File: src/rtl/render_tag_alloc.sv
module render_tag_alloc #(
  parameter int NENT = 4,
  parameter int AW   = 29,
  parameter int DW   = 11,
  parameter int SW   = 24,
  parameter int PW   = 32,
  localparam int IW  = $clog2(NENT),
  localparam int CW  = $clog2(NENT + 1)
) (
  input  logic            clk,
  input  logic            rst_n,
  input  logic            alloc_req,
  input  logic [AW-1:0]   alloc_addr,
  input  logic [DW-1:0]   alloc_w,
  input  logic [DW-1:0]   alloc_h,
  input  logic [SW-1:0]   alloc_size,
  input  logic [AW-1:0]   disp_field0,
  input  logic [AW-1:0]   disp_field1,
  input  logic            disp_vld,
  input  logic [IW-1:0]   disp_idx,
  input  logic            inv_req,
  input  logic [PW-1:0]   inv_addr,
  input  logic            inv_write,
  output logic            alloc_done,
  output logic            alloc_ok,
  output logic [IW-1:0]   alloc_idx,
  output logic            alloc_flush,
  output logic            alloc_new,
  output logic [NENT-1:0] side_flush,
  output logic            inv_done,
  output logic            inv_hit,
  output logic [IW-1:0]   inv_idx,
  output logic            inv_flush
);
  localparam int AR = 2 * DW;

  logic [AW-1:0]   e_addr [NENT];
  logic [DW-1:0]   e_w    [NENT];
  logic [DW-1:0]   e_h    [NENT];
  logic [SW-1:0]   e_size [NENT];
  logic [NENT-1:0] e_live, e_av, e_fl;
  logic [CW-1:0]   n_live;
  logic            inv_wr_q;

  function automatic logic [IW-1:0] first_one(input logic [NENT-1:0] v);
    first_one = '0;
    for (int i = NENT - 1; i >= 0; i--)
      if (v[i]) first_one = IW'(i);
  endfunction

  wire [AR-1:0] area_req = AR'(alloc_w) * AR'(alloc_h);
  wire [PW-1:0] probe    = inv_addr & {{(PW-AW){1'b0}}, {AW{1'b1}}};
  wire          full     = (n_live == CW'(NENT));

  logic [NENT-1:0] perfect, spare, kill, big, cand, hit;

  always_comb begin
    for (int i = 0; i < NENT; i++) begin
      logic dim_eq, adr_eq, on_scr, av_post;
      dim_eq  = (e_w[i] == alloc_w) && (e_h[i] == alloc_h);
      adr_eq  = e_av[i] && (e_addr[i] == alloc_addr);
      on_scr  = disp_vld && (disp_idx == IW'(i));
      perfect[i] = e_live[i] && dim_eq && adr_eq && !on_scr;
      spare[i]   = e_live[i] && dim_eq && !e_av[i] && !on_scr;
      kill[i]    = e_live[i] && adr_eq && (!dim_eq || on_scr);
      big[i]     = e_live[i] && adr_eq && !dim_eq &&
                   ((AR'(e_w[i]) * AR'(e_h[i])) > area_req);
      av_post    = e_av[i] && !kill[i];
      cand[i]    = e_live[i] && !on_scr &&
                   !(av_post && ((e_addr[i] == disp_field0) || (e_addr[i] == disp_field1)));
      hit[i]     = e_live[i] && e_av[i] &&
                   ((PW+1)'(e_addr[i]) <= (PW+1)'(probe)) &&
                   (((PW+1)'(e_addr[i]) + (PW+1)'(e_size[i])) > (PW+1)'(probe));
    end
  end

  logic            s_ok, s_flush, s_new;
  logic [IW-1:0]   s_idx;

  always_comb begin
    s_ok = 1'b1; s_flush = 1'b0; s_new = 1'b0; s_idx = '0;
    if (|perfect)      s_idx = first_one(perfect);
    else if (|spare)   s_idx = first_one(spare);
    else if (!full) begin
      s_idx = n_live[IW-1:0];
      s_new = 1'b1;
    end else if (|cand) begin
      s_idx   = first_one(cand);
      s_flush = !e_fl[s_idx];
    end else
      s_ok = 1'b0;
  end

  wire [IW-1:0] h_idx = first_one(hit);

  always_ff @(posedge clk) begin
    if (!rst_n) begin
      for (int i = 0; i < NENT; i++) begin
        e_addr[i] <= '0;
        e_w[i]    <= '0;
        e_h[i]    <= '0;
        e_size[i] <= '0;
      end
      e_live <= '0; e_av <= '0; e_fl <= '0; n_live <= '0;
      alloc_done <= 1'b0; alloc_ok <= 1'b0; alloc_idx <= '0;
      alloc_flush <= 1'b0; alloc_new <= 1'b0; side_flush <= '0;
      inv_done <= 1'b0; inv_hit <= 1'b0; inv_idx <= '0;
      inv_flush <= 1'b0; inv_wr_q <= 1'b0;
    end else begin
      alloc_done <= alloc_req;
      inv_done   <= inv_req && !alloc_req;
      inv_wr_q   <= inv_write;
      if (alloc_req) begin
        e_av <= e_av & ~kill;
        alloc_ok    <= s_ok;
        alloc_idx   <= s_idx;
        alloc_flush <= s_flush;
        alloc_new   <= s_new;
        side_flush  <= big;
        if (s_ok) begin
          e_addr[s_idx] <= alloc_addr;
          e_w[s_idx]    <= alloc_w;
          e_h[s_idx]    <= alloc_h;
          e_size[s_idx] <= alloc_size;
          e_av[s_idx]   <= 1'b1;
          e_fl[s_idx]   <= 1'b0;
          e_live[s_idx] <= 1'b1;
          if (s_new) n_live <= n_live + CW'(1);
        end
      end else if (inv_req) begin
        inv_hit   <= |hit;
        inv_idx   <= h_idx;
        inv_flush <= (|hit) && !e_fl[h_idx];
        if (|hit) begin
          e_fl[h_idx] <= 1'b1;
          if (inv_write) e_av[h_idx] <= 1'b0;
        end
      end
    end
  end

  a_r10_alloc_latency: assert property (@(posedge clk) disable iff (!rst_n)
    alloc_req |=> alloc_done && !inv_done);
  a_r10_probe_latency: assert property (@(posedge clk) disable iff (!rst_n)
    (inv_req && !alloc_req) |=> inv_done);
  a_r6_count_grows: assert property (@(posedge clk) disable iff (!rst_n)
    (n_live <= CW'(NENT)) && (n_live >= $past(n_live)));
  a_r8_entry_loaded: assert property (@(posedge clk) disable iff (!rst_n)
    (alloc_done && alloc_ok) |-> (e_live[alloc_idx] && e_av[alloc_idx] && !e_fl[alloc_idx]));
  a_r7_flush_needs_victim: assert property (@(posedge clk) disable iff (!rst_n)
    (alloc_done && alloc_flush) |-> (alloc_ok && !alloc_new));
  a_r9_probe_marks_flushed: assert property (@(posedge clk) disable iff (!rst_n)
    (inv_done && inv_hit) |-> e_fl[inv_idx]);
  a_r9_write_drops_addr: assert property (@(posedge clk) disable iff (!rst_n)
    (inv_done && inv_hit && inv_wr_q) |-> !e_av[inv_idx]);
  a_r1_quiet_after_reset: assert property (@(posedge clk) disable iff (!rst_n)
    $rose(rst_n) |-> (!alloc_done && !inv_done));
endmodule

File: config.mk
export PLATFORM = sky130hd
export DESIGN_NAME = render_tag_alloc
export DESIGN_NICKNAME = d
export VERILOG_FILES = /design/src/rtl/render_tag_alloc.sv
export SDC_FILE = /design/constraint.sdc
export NUM_CORES = 2
export LEC_CHECK = 0
export BUFFER_PORTS_ARGS = -buffer_cell sky130_fd_sc_hd__buf_4
export CAP_MARGIN = 20
export CORE_MARGIN = 1
export CORE_UTILIZATION = 44
export DETAILED_ROUTE_END_ITERATION = 12
export GPL_TIMING_DRIVEN = 0
export PLACE_DENSITY = 0.67
export SKIP_CTS_REPAIR_TIMING = 1
export SYNTH_ARGS = -nofsm -noshare
export SYNTH_HDL_FRONTEND = slang
export SYNTH_SLANG_ARGS = --single-unit
File: constraint.sdc
create_clock -name clk -period 10.96 [get_ports clk]
set_clock_uncertainty 0.05 [all_clocks]
set_input_delay 1.644 -clock clk [delete_from_list [all_inputs] [get_ports clk]]
set_output_delay 1.644 -clock clk [all_outputs]
set_load 0.05 [all_outputs]
# After elaboration in Yosys (flattened, before gate mapping)
# Memory sizes are Yosys's and may differ from the RTL's.
# Cells that the tools add are included.
# classes
addsub	5
n_mul	5
order_cmp	17
n_eq_ne	25
mux	69
bitwise	10
reduce_logical	128
# ops
operator	n
$eq A29 B29 Y1	12
$add A29 B24 Y30	4
$gt A30 B29 Y1	4
$le A29 B29 Y1	4
$mul A11 B11 Y22	5
$eq A11 B11 Y1	8
$gt A22 B22 Y1	4
$logic_and A1 B1 Y1	80
$mux W2	28
$mux W4	9
$mux W29	1
$reduce_or A29 Y1	1
$mux W1	24
$mux W24	1
$reduce_or A24 Y1	1
$logic_not A1 Y1	23
$mux W11	2
$reduce_or A11 Y1	2
$reduce_or A4 Y1	4
$and A4 B4 Y4	3
$not A4 Y4	3
$or A4 B4 Y4	3
$lt A2 B3 Y1 const B	3
$reduce_and A3 Y1	3
other kinds (13)	27
# word_totals
regBits	30
mem_bits_rw	300
in_bits	173
output_inout_bits	15
word_cells	277
memories	4
# mem_list
name	words	width	read_ports	rd_ports_with_merged_regs	wr	line	rtl
e_addr	4	29	4	0	4	37	logic [AW-1:0] e_addr [NENT];
e_size	4	24	4	0	4	40	logic [SW-1:0] e_size [NENT];
e_h	4	11	4	0	4	39	logic [DW-1:0] e_h [NENT];
e_w	4	11	4	0	4	38	logic [DW-1:0] e_w [NENT];

# Depth between registers and ports, before layout
# An unclocked memory read counts as a cell.
# depth
depth_word	31
mapped_depth	33
depth_no_buf	31

# Least setup slack after synthesis
# No wires, ideal clock.
# synth_path
kind	input to register
from	input port alloc_h[4]
to	register side_flush[1]
setup_time_ns	0.117
arrival_time_ns	8.752
required_time_ns	10.793
path_slack_ns	2.042
path_stages	29
path_buffers	2
cell_sequence	buf_2 -> buf_1 -> nand2_1 -> fa_1 -> inv_1 -> fa_1 -> fa_1 -> fa_1 -> inv_1 -> fa_1 -> inv_1 -> ha_1 -> and2_1 -> a22o_1 -> a311oi_2 -> o21ai_1 -> o21a_1 -> a221oi_4 -> o21bai_1 -> a21oi_1 -> xnor2_1 -> ha_1 -> inv_1 -> or4_1 -> or3_1 -> a21oi_1 -> nor4bb_1 -> o22ai_1 -> a22o_1
# synth_between
elab_chain_len	5
word_cells_on_any_way	7
cone_classes	mul (1); order compare (1); eq/ne (1); reduce/logical (4)
# synth_lines
item	line	rtl
start, declared	15	input logic [DW-1:0] alloc_h,
parallel branches: the longest is 4 deep, another holds $mul A11 B11 Y22	n/a	
$logic_and A1 B1 Y1 *	66	big[i] = e_live[i] && adr_eq && !dim_eq &&
end signal, assigned	119	side_flush <= big;
end, declared	29	output logic [NENT-1:0] side_flush,
# Mark *: on every way between the ends.
# A chain may end at the register's enable or synchronous reset.

# Final worst setup path
# layout_path
from	input port alloc_w[5]
to	register side_flush[1]
# layout_between
elab_chain_len	5
word_cells_on_any_way	7
cone_classes	mul (1); order compare (1); eq/ne (1); reduce/logical (4)
# layout_lines
item	line	rtl
start, declared	14	input logic [DW-1:0] alloc_w,
parallel branches: the longest is 4 deep, another holds $mul A11 B11 Y22	n/a	
$logic_and A1 B1 Y1 *	66	
# Marked as above.

==> impl_metrics.csv <==
group,metric,value,unit
run_status,status,"completed",
die,die_width,339,um
cts,clock-sinks,330,
global_route,grt_pass1_wl,271000,um
worst_setup_path,r2r-end,"e_fl[0]",
cts,clk_path_buf_depth,3,
routing,drc,0,
worst_setup_path,crit_path_start_kind,"input pin",
cts,clock_latency,0.60,ns
placement,portBuffers,131,
worst_setup_path,r2r_cells,23,
logic_synthesis,synth.distinct_cells,103,
die,core.rowCount,123,
routing,vias_per_cell,5.79,
global_route,grt_max_degree,56,
power_and_ir_drop,powerDensity,170,mW/mm^2
sta,final.period_utilization,89.3,%
run,drv_cap,0,
worst_setup_path,critical-path-top-delay-family,"adder cells",
sta,slew-limit-headroom,9.02,%
worst_setup_path,r2r_start,"e_addr[3][0]",
logic_synthesis,avgSynthCellArea,9.24,um^2
logic_synthesis,ys.flop_type,"edfxtp_1",
die,coreArea,0.113,mm^2
hold_path,hold_class,"flop to flop",
sta,finalMaxSlewViolations,0,
worst_setup_path,crit_arrival,10.24,ns
placement,dp_hpwl,150000,um
die,io_pins,188,
placement,dp_cells,7072,
die,die-area,0.115,mm^2
final_layout,nets,6899,
logic_synthesis,synthArstFlopShare,0,%
global_route,grt_pass1_vias,41000,
worst_setup_path,crit_type,"input pin to flop",
sta,fin_tns_setup,0,ns
sta,period_needed,9.79,ns
final_layout,syn2layout_area_growth,9.00,%
worst_setup_path,slowest_delay,0.92,ns
worst_setup_path,reg2reg_slack,2.39,ns
die,die_h,339,um
worst_setup_path,worst-path-buf-inv,5,
cts,numCtsBuffers,41,
sta,whs,0.420,ns
logic_synthesis,yosys.area.top_type,"edfxtp_1",
cts,htreeDepth,2,
sta,fmax,0.102,GHz
logic_synthesis,yosys.area.top_type_share,18.0,%
routing,final_antenna_net_count,0,
cts,root_buffer,"clkbuf_16",
worst_setup_path,cp_slowest_cell,"xor2_1",
routing,drtPass1Iterations,5,
routing,drt-total-wl,186000,um
global_route,grt_overflow_total,0,
power_and_ir_drop,ir_drop,0.000346,V
logic_synthesis,synth-seq-cells,330,
global_route,antenna_found_initial,23,
routing,num_vias,41500,
routing,initialDrtViolationCount,4353,
placement,dpl_cell_area,0.0532,mm^2
die,start_util,44.5,%
logic_synthesis,synth_warnings,0,
logic_synthesis,synth_area_leaders,"edfxtp_1 18%, ha_1 18%, fa_1 16%",
sta,finalHoldViolations,0,
placement,gp_congestion,1.07,
logic_synthesis,synth_nets,6705,
logic_synthesis,yosysSeqAreaShare,19.2,%
hold_path,hold_start,"inv_idx[1]",
power_and_ir_drop,p_leak,25.6,nW
final_layout,finalInstanceArea,0.0546,mm^2
logic_synthesis,synthCells,5426,
cts,tritoncts,"yes",
cts,clkSlewWorstSetupHoldPaths,0.08,ns
worst_setup_path,cp_data_required_time,11.40,ns
logic_synthesis,syn_area,0.0501,mm^2
final_layout,final_cells,7161,
worst_setup_path,path_max_fanout,10,
hold_path,whs_path_depth,2,
final_layout,nFillCells,10800,
sta,worst_pin_slew,1.36,ns
routing,wire_per_inst,25.9,um
sta,rsz0062_at_grt,"false",
sta,setup_viol,0,
worst_setup_path,endpoint_kind,"flop",
hold_path,holdPathEnd,"inv_idx[1]",
logic_synthesis,synth_edf_count,300,
final_layout,drive_above_1_share,6.72,%
worst_setup_path,crit_top_cell,"fa_1",
global_route,grt_use_total,32.0,%
tightest hold or removal path, cell delays in order (launching register included):
cell	delay, ns
dfxtp_1	0.31
nand2_1	0.06
a21oi_1	0.05
Yosys cell counts (all sizes together), types with 116 or more instances:
library cell  number
nand4            132
nand2            408
xnor2            353
and2             593
xor2             280
fa               404
a21oi            208
edfxtp           300
nor2             179
clkbuf           145
ha               702
a21o             116
inv              630
layout by cell type (no fill, tap or decap), types with 20 or more instances in the layout:
cell type  synthesis  layout
nand2_1          406     404
a31oi_1           30      30
inv_1            630     630
edfxtp_1         300     300
and3_1            71      71
a211oi_1          45      45
nand4_1          131     131
nor2_1           179     179
nand3_1           64      64
a21o_1           116     116
ha_1             702     702
clkbuf_1         135     143
nor3_1            66      66
fa_1             404     404
o21a_1            46      46
and3_4            20      20
xnor2_1          353     353
and2_1           592     592
xor2_1           279     279
dfxtp_1           30      30
o21bai_1          22      22
buf_4              3     138
clkbuf_16          0      41
buf_2             68      73
nor4_1            75      74
o21ai_0          103     103
nor2b_1           43      43
a21oi_1          207     207
per-stage QoR:
step           util, %  power, mW  worst slack [ns]
2_1_floorplan        -       5.82              2.04
3_3_place_gp      47.0       7.53             0.748
3_5_place_dp      47.2       7.69             0.677
4_1_cts           48.4       9.15              1.26
5_1_grt           48.5       10.0             0.912
6_report          48.5       9.27              1.17
worst max-delay path by stage:
stage | start | endpoint | slack, ns | cells past startpoint
final | alloc_w[5] | side_flush[1] | 1.17 | 28
after detailed placement | alloc_w[5] | side_flush[1] | 0.68 | 28
after global routing | alloc_w[1] | side_flush[1] | 0.91 | 28
after global placement | alloc_w[5] | side_flush[1] | 0.75 | 28
after CTS | alloc_w[5] | side_flush[1] | 1.26 | 28
after floorplan | alloc_h[4] | side_flush[1] | 2.04 | 29
area by class of cell:
class	count	area, um^2	share of cell area [%]
multi-input combinational	4238	37100	68.0
sequential	330	9610	17.6
inverter	631	2370	4.34
tap	1500	1880	3.44
timing repair buffer	151	1220	2.23
clock buffer	50	1070	1.96
buffer	227	1040	1.90
clock inverter	25	285	0.522
antenna	9	22.5	0.0412
registers in the layout, summed over array words and instances (netlist names), 2 cells and up:
name,count
alloc_idx,2
e_w,44
n_live,3
inv_idx,2
e_av,4
e_h,44
e_live,4
e_fl,4
e_size,96
side_flush,4
e_addr,116
power by group:
group / switching (mW) / internal, mW / total [mW]
sequential: 0.182 / 1.48 / 1.66
clock: 0.614 / 0.822 / 1.44
combinational: 3.76 / 2.41 / 6.17
cell families (layout without fill, tap and decap cells):
logic type / Yosys count / after routing / synth area share, %
other cells: 0 / 9 / 0
buf+inv: 858 / 1084 / 6.79
mux: 6 / 6 / 0.122
xor+xnor: 633 / 633 / 11.1
fa+ha+maj: 1113 / 1113 / 33.8
flops: 330 / 330 / 19.2
simple gates: 1748 / 1748 / 19.1
compound gates: 738 / 738 / 9.94
layer usage:
metal / wire (um) / global-route usage [%] / vias up
met5: 85 / 0 / -
met4: 7420 / 11.4 / 14
met3: 22100 / 9.45 / 340
met2: 77500 / 47.2 / 2038
met1: 78600 / 44.1 / 20300
li1: - / - / 18800
No activity file was read; power rests on OpenSTA's default activity.
